==> config.mk <==
export PLATFORM = sky130hd
export DESIGN_NAME = uart_rx_brk
export DESIGN_NICKNAME = d
export VERILOG_FILES = /design/src/rtl/uart_rx_pkg.sv /design/src/rtl/rx_phase_ctr.sv /design/src/rtl/rx_frame_ctl.sv /design/src/rtl/rx_char_asm.sv /design/src/rtl/uart_rx_brk.sv
export SDC_FILE = /design/constraint.sdc
export NUM_CORES = 1
export LEC_CHECK = 0
export BUFFER_PORTS_ARGS = -buffer_cell sky130_fd_sc_hd__buf_2
export CAP_MARGIN = 10
export CORE_AREA = 5 5 73 75
export CTS_BUF_LIST = sky130_fd_sc_hd__clkbuf_8 sky130_fd_sc_hd__clkbuf_16
export DETAILED_ROUTE_END_ITERATION = 10
export DIE_AREA = 0 0 78 80
export SYNTH_ARGS = -nofsm -noshare
export SYNTH_HDL_FRONTEND = slang
export SYNTH_HIERARCHICAL = 1
export SYNTH_SLANG_ARGS = --single-unit
==> constraint.sdc <==
create_clock -name clk -period 2.25 [get_ports clk]
set_clock_uncertainty 0.15 [all_clocks]
set_input_delay 0.3375 -clock clk [delete_from_list [all_inputs] [get_ports clk]]
set_output_delay 0.3375 -clock clk [all_outputs]
set_load 0.01 [all_outputs]
==> src/rtl/uart_rx_pkg.sv <==
package uart_rx_pkg;

    localparam int DATA_W   = 8;
    localparam int MIN_BITS = 5;
    localparam int LEN_W    = 2;
    localparam int IDX_W    = $clog2(DATA_W);

    typedef enum logic [2:0] {
        RX_IDLE,
        RX_START,
        RX_DATA,
        RX_PAR,
        RX_STOP,
        RX_HOLDOFF
    } rx_state_e;

    typedef struct packed {
        logic [LEN_W-1:0] len_sel;
        logic             par_en;
        logic             par_odd;
    } rx_cfg_t;

    typedef struct packed {
        logic [DATA_W-1:0] data;
        logic              perr;
        logic              ferr;
        logic              brk;
    } rx_char_t;

    // sample events raised by the frame controller
    typedef struct packed {
        logic             arm;
        logic             dbit;
        logic             pbit;
        logic             sbit;
        logic [IDX_W-1:0] idx;
    } rx_evt_t;

    function automatic logic [IDX_W-1:0] last_idx(input logic [LEN_W-1:0] sel);
        return IDX_W'(MIN_BITS - 1) + IDX_W'(sel);
    endfunction

    function automatic logic par_mismatch(input logic [DATA_W-1:0] d,
                                          input logic p,
                                          input logic odd);
        return (^d) ^ p ^ odd;
    endfunction

endpackage

==> src/rtl/rx_phase_ctr.sv <==
module rx_phase_ctr #(
    parameter int OSR = 16
) (
    input  logic clk,
    input  logic rst,
    input  logic tick,
    input  logic clear,
    output logic mid
);
    localparam int PH_W = $clog2(OSR);
    localparam logic [PH_W-1:0] MID_PH = PH_W'(OSR / 2 - 1);

    logic [PH_W-1:0] phase;

    always_ff @(posedge clk) begin
        if (rst)
            phase <= '0;
        else if (tick)
            phase <= clear ? '0 : phase + PH_W'(1);
    end

    assign mid = (phase == MID_PH);

endmodule

==> src/rtl/rx_frame_ctl.sv <==
module rx_frame_ctl
    import uart_rx_pkg::*;
(
    input  logic      clk,
    input  logic      rst,
    input  logic      tick,
    input  logic      rxd,
    input  logic      mid,
    input  logic      zero_run,
    input  rx_cfg_t   cfg,
    output rx_state_e state,
    output logic      clear,
    output rx_evt_t   evt
);
    logic [IDX_W-1:0] bit_idx;

    always_comb begin
        evt     = '0;
        evt.idx = bit_idx;
        if (tick && mid) begin
            case (state)
                RX_START: evt.arm  = ~rxd;
                RX_DATA:  evt.dbit = 1'b1;
                RX_PAR:   evt.pbit = 1'b1;
                RX_STOP:  evt.sbit = 1'b1;
                default:  ;
            endcase
        end
        clear = tick && ((((state == RX_IDLE) || (state == RX_HOLDOFF)) && !rxd)
                         || ((state == RX_STOP) && mid));
    end

    always_ff @(posedge clk) begin
        if (rst) begin
            state   <= RX_IDLE;
            bit_idx <= '0;
        end else if (tick) begin
            case (state)
                RX_IDLE:
                    if (!rxd) state <= RX_START;
                RX_START:
                    if (mid) begin
                        state   <= rxd ? RX_IDLE : RX_DATA;
                        bit_idx <= '0;
                    end
                RX_DATA:
                    if (mid) begin
                        if (bit_idx == last_idx(cfg.len_sel))
                            state <= cfg.par_en ? RX_PAR : RX_STOP;
                        bit_idx <= bit_idx + IDX_W'(1);
                    end
                RX_PAR:
                    if (mid) state <= RX_STOP;
                RX_STOP:
                    if (mid) state <= (zero_run && !rxd) ? RX_HOLDOFF : RX_IDLE;
                RX_HOLDOFF:
                    if (rxd && mid) state <= RX_IDLE;
                default:
                    state <= RX_IDLE;
            endcase
        end
    end

    AST_HOLDOFF_LOW: assert property (@(posedge clk) disable iff (rst)
        (state == RX_HOLDOFF) && tick && !rxd |=> state == RX_HOLDOFF);

    AST_GLITCH_DROP: assert property (@(posedge clk) disable iff (rst)
        (state == RX_START) && tick && mid && rxd |=> state == RX_IDLE);

endmodule

==> src/rtl/rx_char_asm.sv <==
module rx_char_asm
    import uart_rx_pkg::*;
(
    input  logic     clk,
    input  logic     rst,
    input  logic     rxd,
    input  rx_evt_t  evt,
    input  rx_cfg_t  cfg,
    output logic     push,
    output rx_char_t chr,
    output logic     zero_run
);
    logic [DATA_W-1:0] shreg;
    logic              par_bit;

    always_ff @(posedge clk) begin
        if (rst) begin
            push     <= 1'b0;
            chr      <= '0;
            shreg    <= '0;
            par_bit  <= 1'b0;
            zero_run <= 1'b0;
        end else begin
            push <= evt.sbit;
            if (evt.arm) begin
                shreg    <= '0;
                par_bit  <= 1'b0;
                zero_run <= 1'b1;
            end
            if (evt.dbit) begin
                shreg[evt.idx] <= rxd;
                zero_run       <= zero_run & ~rxd;
            end
            if (evt.pbit) begin
                par_bit  <= rxd;
                zero_run <= zero_run & ~rxd;
            end
            if (evt.sbit) begin
                if (zero_run && !rxd) begin
                    chr <= '{data: '0, perr: 1'b0, ferr: 1'b0, brk: 1'b1};
                end else begin
                    chr.data <= shreg;
                    chr.perr <= cfg.par_en & par_mismatch(shreg, par_bit, cfg.par_odd);
                    chr.ferr <= ~rxd;
                    chr.brk  <= 1'b0;
                end
            end
        end
    end

    AST_STOP_HIGH_CLEAN: assert property (@(posedge clk) disable iff (rst)
        evt.sbit && rxd |=> push && !chr.ferr && !chr.brk);

    AST_BREAK_ZERO: assert property (@(posedge clk) disable iff (rst)
        push && chr.brk |-> (chr.data == '0) && !chr.ferr && !chr.perr);

endmodule

==> src/rtl/uart_rx_brk.sv <==
module uart_rx_brk
    import uart_rx_pkg::*;
#(
    parameter int OSR = 16
) (
    input  logic              clk,
    input  logic              rst,
    input  logic              tick16,
    input  logic              rxd,
    input  logic [LEN_W-1:0]  cfg_len_sel,
    input  logic              cfg_par_en,
    input  logic              cfg_par_odd,
    output logic              rx_push,
    output logic [DATA_W-1:0] rx_data,
    output logic              rx_perr,
    output logic              rx_ferr,
    output logic              rx_brk
);
    rx_cfg_t   cfg;
    rx_state_e st;
    rx_evt_t   evt;
    rx_char_t  chr;
    logic      clear;
    logic      mid;
    logic      zero_run;

    assign cfg = '{len_sel: cfg_len_sel, par_en: cfg_par_en, par_odd: cfg_par_odd};

    rx_phase_ctr #(.OSR(OSR)) u_phase (
        .clk   (clk),
        .rst   (rst),
        .tick  (tick16),
        .clear (clear),
        .mid   (mid)
    );

    rx_frame_ctl u_ctl (
        .clk      (clk),
        .rst      (rst),
        .tick     (tick16),
        .rxd      (rxd),
        .mid      (mid),
        .zero_run (zero_run),
        .cfg      (cfg),
        .state    (st),
        .clear    (clear),
        .evt      (evt)
    );

    rx_char_asm u_asm (
        .clk      (clk),
        .rst      (rst),
        .rxd      (rxd),
        .evt      (evt),
        .cfg      (cfg),
        .push     (rx_push),
        .chr      (chr),
        .zero_run (zero_run)
    );

    assign rx_data = chr.data;
    assign rx_perr = chr.perr;
    assign rx_ferr = chr.ferr;
    assign rx_brk  = chr.brk;

    AST_PUSH_AFTER_STOP: assert property (@(posedge clk) disable iff (rst)
        rx_push |-> $past(st) == RX_STOP);

    AST_PUSH_SINGLE: assert property (@(posedge clk) disable iff (rst)
        rx_push |=> !rx_push);

    AST_NOPAR_CLEAN: assert property (@(posedge clk) disable iff (rst)
        rx_push && !cfg_par_en |-> !rx_perr);

    AST_RESET_IDLE: assert property (@(posedge clk) disable iff (rst)
        $past(rst) |-> (st == RX_IDLE) && !rx_push);

endmodule

### Yosys cells after proc, flatten, opt, wreduce, memory -nomap -nowiden

Cells that the tools add are included.

* equal/unequal tests: 14
* $add $sub $neg: 3
* bitwise gates (word level): 5
* reduce and logical (&&, ||, !) cells: 17
* order comparisons: 2
* mux-type cells: 32

Operators with widths (number)
* $mux 3: 11
* $mux 8: 3
* $pmux 3 s6: 1
* $mux 11: 1
* $mux 1: 10
* $ne 2x1->1 const B: 5
* $bwmux 8: 1
* $mux 4: 2
* $reduce_and 8->1: 1
* $reduce_xor 8->1: 1
* $logic_and 1x1->1: 7
* $eq 3x2->1 const B: 2
* $eq 3x3->1 const B: 2
* $pmux 3 s2: 1
* $add 4x1->4 const B: 1
* $eq 4x3->1 const B: 1
* $lt 3x4->1 const B: 1
* $ne 2x2->1 const B: 2
* $reduce_and 4->1: 1
* $reduce_bool 2->1: 2
* $add 3x1->3 const B: 1
* $add 3x2->3 const A: 1
* $demux 1 s3: 1
* $eq 3x1->1 const B: 1
* other kinds (10): 13

* word-level logic and storage cells: 84
* input bits: 8
* register bits: 32

### Depth between registers and ports, before layout

* depth in word-level cells: 7
* gate-level depth with buffers: 10
* gate-level depth less buffers: 10

### Cells and area by module

Netlist, hierarchy kept.

By module, submodules not included
* rx_char_asm: cells an instance 112, area an instance 973.4 µm², instances 1
* rx_frame_ctl: cells an instance 65, area an instance 494.2 µm², instances 1
* rx_phase_ctr: cells an instance 23, area an instance 188.9 µm², instances 1

### Worst setup path after synthesis

No wires, ideal clock.

* path kind: register to register
* start: register u_phase.phase[0]
* end: register u_asm.shreg[2]
* setup time: 0.128 ns
* data required time: 1.972 ns
* arrival: 1.979 ns
* setup slack: -0.007 ns
* clock period less this slack: 2.257 ns
* buffers on the path: 1
* cell stages (with the launch flop): 11
* path through: dfxtp_1 ha_1 nand2_1 nor2_1 nand2_1 nor3_1 buf_2 nand2b_1 o311ai_0 o41a_1 nor2_1

RTL lines
* from (decl): RTL line rx_phase_ctr.sv:13 `logic [PH_W-1:0] phase;`
* from (signal assigned): RTL line rx_phase_ctr.sv:19 `phase <= clear ? '0 : phase + PH_W'(1);`
* to (signal, indexed assignment): RTL line rx_char_asm.sv:31 `shreg[evt.idx] <= rxd;`
* to (decl): RTL line rx_char_asm.sv:13 `logic [DATA_W-1:0] shreg;`

==> results.ini <==
[status]
status = finished clean

[critical_path]
required_ps = 2250
r2r_end = u_asm/shreg[1]
rr_startpoint = u_phase/phase[0]
start_kind = flop
crit_start = u_phase/phase[0]
worstPathArrival_ps = 2080
cp-end-kind = flop
endpoint = u_asm/shreg[1]
critical_path_peak_fanout = 8
crit_type = reg2reg
r2r_cells = 10
rrSetupSlack_ps = 180

[clock_network]
cts_max_path_buffers = 2
cts_tree = done
cts.htree.levels = 2
clock_latency_ps = 280
cts_root_buffer = clkbuf_8
cts_sinks = 32
clkTransAtPathRegs_ps = 70
numCtsBuffers = 5
post_cts_buffers = 0

[route]
postRouteAntennaNets = 0
vias_per_cell = 5.17
vias = 1438
first_pass_iters = 4
drt_wl_total_um = 3470
drcViolationCount = 0
drt_iter0_markers = 137
wl_per_cell_um = 12.5

[power_and_ir_drop]
power_density_nw_per_um2 = 612
p_int_uw = 925
switchingPower_uw = 261
swShare_pct = 22.0
ir_worst_vdd_mv = 0.256
p_comb_share_pct = 6.1
clkPwrFrac_pct = 45.1
power_leakage_nw = 0.760
seqPwrFrac_pct = 48.8

[timing]
hold_viol = 0
fmax_mhz = 482
period_minus_slack_ps = 2070
max_slew_margin_pct = 60.7
maxSlewViolCount = 0
worstMarginPinSlew_ps = 590
fin_crit_sh_pct = 92.2
finalSetupViolations = 0
hold_ws_ps = 240
finalSetupTns_ps = 0
rsz0062_at_grt = false

[floorplanning]
die_area_um2 = 6240
core_area_um2 = 4600
die_w_um = 78
start_util_pct = 36.0
ios = 20
die_y_um = 80
rows = 25

[logic_synthesis]
synth_edf_count = 0
synth-adder-area-share_pct = 1.51
synth_nets = 210
synth_area_um2 = 1660
synthCells = 200
yosysSeqAreaShare_pct = 38.7
yosys_warnings = 6
async_flop_share_pct = 0
ys_seq_elements = 32
yosys.area_share.simple_pct = 29.3
synthMuxAreaShare_pct = 2.42
synth_compound_area_share_pct = 16.8
syn_avg_cell_area_um2 = 8.28
synth_area_leaders = dfxtp_1 39%, nor2_1 7.5%, a21oi_1 6.0%, nor2b_1 4.2%, xnor2_1 3.7%
ys_types = 45
synth_top_family_by_area = simple AND/OR/NAND/NOR gates
synth_area_leader_cell = dfxtp_1
synth.top_cell.area_share_pct = 38.7
synthFlopType = dfxtp_1
synth-xor-area-share_pct = 6.65

[grt]
grt-ovfl-total = 0
grt_pass1_wl_um = 5900
grt_pass1_vias = 1257
antenna_found_initial = 0
grt.total_usage_pct = 11.7
grt_max_degree = 34

[cells_and_area]
fillers = 462
final_nets = 233
diodes = 0
area_growth_pct = 17.0
drive_gt1_share_pct = 17.4
fin_util_pct = 42.1

[placement]
io_buffers = 19
hpwl_um = 2360
gp_congestion = 0.757

[run]
maxCapViolCount = 0

[hold_path]
hold_path_class = in2reg

[layout make-up]
cell class | instances | area (um2) | share of cell area (%)
Sequential cell | 32 | 641 | 33.1
Clock inverter | 3 | 38.8 | 2.00
Multi-Input combinational cell | 150 | 948 | 48.9
Tap cell | 54 | 67.6 | 3.49
Timing Repair Buffer | 25 | 140 | 7.23
Clock buffer | 5 | 68.8 | 3.55
Inverter | 9 | 33.8 | 1.74
[timing repair]
| item | CTS | global route |
|---|---|---|
| endpoints found under the setup margin | 0 | 3 |
| hold buffers | 0 | 0 |
| gates resized for setup | 0 | 4 |
[power by group through the flow]
| stage | Clock [mW] | Combinational (mW) | Sequential (mW) |
|---|---|---|---|
| 5_1_grt | 0.580 | 0.0794 | 0.581 |
| 3_3_place_gp | 0 | 0.0725 | 0.592 |
| 4_1_cts | 0.551 | 0.0724 | 0.579 |
| 6_report | 0.535 | 0.0721 | 0.580 |
| 2_1_floorplan | 0 | 0.0497 | 0.588 |
| 3_5_place_dp | 0 | 0.0720 | 0.592 |
[stage by stage]
step | total power [mW] | area (um2) | worst slack (ps) | instances
after floorplan | 0.637 | 1660 | 63.5 | 200
after global placement | 0.665 | 1820 | 178 | 270
final | 1.19 | 1940 | 175 | 278
after global routing | 1.24 | 1940 | 10.6 | 278
after detailed placement | 0.664 | 1820 | 73.9 | 270
after CTS | 1.20 | 1930 | 55.4 | 278
[cells in the mapped netlist, drive strengths merged, types with 2 or more instances]
library cell / number
nand3b: 2
inv: 9
buf: 6
mux2i: 4
nand3: 4
ha: 2
xor2: 3
nor2b: 11
or3b: 2
nor3b: 5
o21ai: 5
nand4: 3
dfxtp: 32
nand2b: 2
clkbuf: 3
a21oi: 20
o41a: 2
nand4b: 3
xnor2: 7
o311ai: 3
nand2: 9
or4: 3
a31oi: 5
a22oi: 2
nor2: 33
nor3: 3
and3b: 3
[how the worst min path moves through the flow]
stage                                  end  depth (start not counted)         start  slack [ps]
final                         u_asm/chr[2]                          3    cfg_par_en         240
after global routing          u_asm/chr[2]                          3    cfg_par_en         250
after CTS                     u_asm/chr[2]                          3    cfg_par_en         230
after detailed placement      u_asm/chr[0]                          2  u_asm/chr[0]         320
after global placement        u_asm/chr[0]                          2  u_asm/chr[0]         310
after floorplan           u_ctl/bit_idx[1]                          1           rst         260
[logic make-up (layout without fill, tap and decap cells)]
family,after synthesis,in the layout
AOI/OAI and AO/OA,44,44
xor gates and xnor gates,11,11
muxes,4,4
and+or+nand+nor,89,89
buffers and inverters,18,42
DFF,32,32
adders and majority gates,2,2
[metal layers]
metal / vias up / GRT usage [%] / share of wire (%)
li1: 764 / - / -
met1: 639 / 15.8 / 53
met2: 30 / 16.9 / 41
met3: 5 / 3.61 / 4.6
met4: 0 / 5.07 / 0.98
met5: - / 0 / 0
[cells in the final DEF, fill, tap and decap left out, types with 2 or more instances in the layout]
cell	n
a21oi_1	20
a22oi_1	2
a31oi_1	5
and3b_1	2
buf_2	19
buf_4	6
clkbuf_8	5
dfxtp_1	32
ha_1	2
inv_1	8
inv_2	2
mux2i_1	4
nand2_1	9
nand2b_1	2
nand3_1	4
nand3b_1	2
nand4_1	3
nand4b_1	3
nor2_1	32
nor2b_1	11
nor3_1	2
nor3b_1	5
o21ai_0	5
o311ai_1	2
o41a_1	2
or4_1	3
xnor2_1	7
xor2_1	3
[sequential cells by signal, summed over array words and instances (netlist names)]
signal,count
u_asm/push,1
u_ctl/bit_idx,3
u_asm/zero_run,1
u_phase/phase,4
u_asm/par_bit,1
u_asm/chr,11
u_ctl/state,3
u_asm/shreg,8
[critical path, stage by stage (launching register included)]
cell,delay [ps]
dfxtp_1,330
ha_1,180
nand2_1,70
nor2_2,190
and3b_2,270
nand2_1,60
nor2_1,160
inv_1,170
o311ai_1,130
o41a_1,190
nor2_1,40
Note: power is estimated with default switching activity, not from simulation.
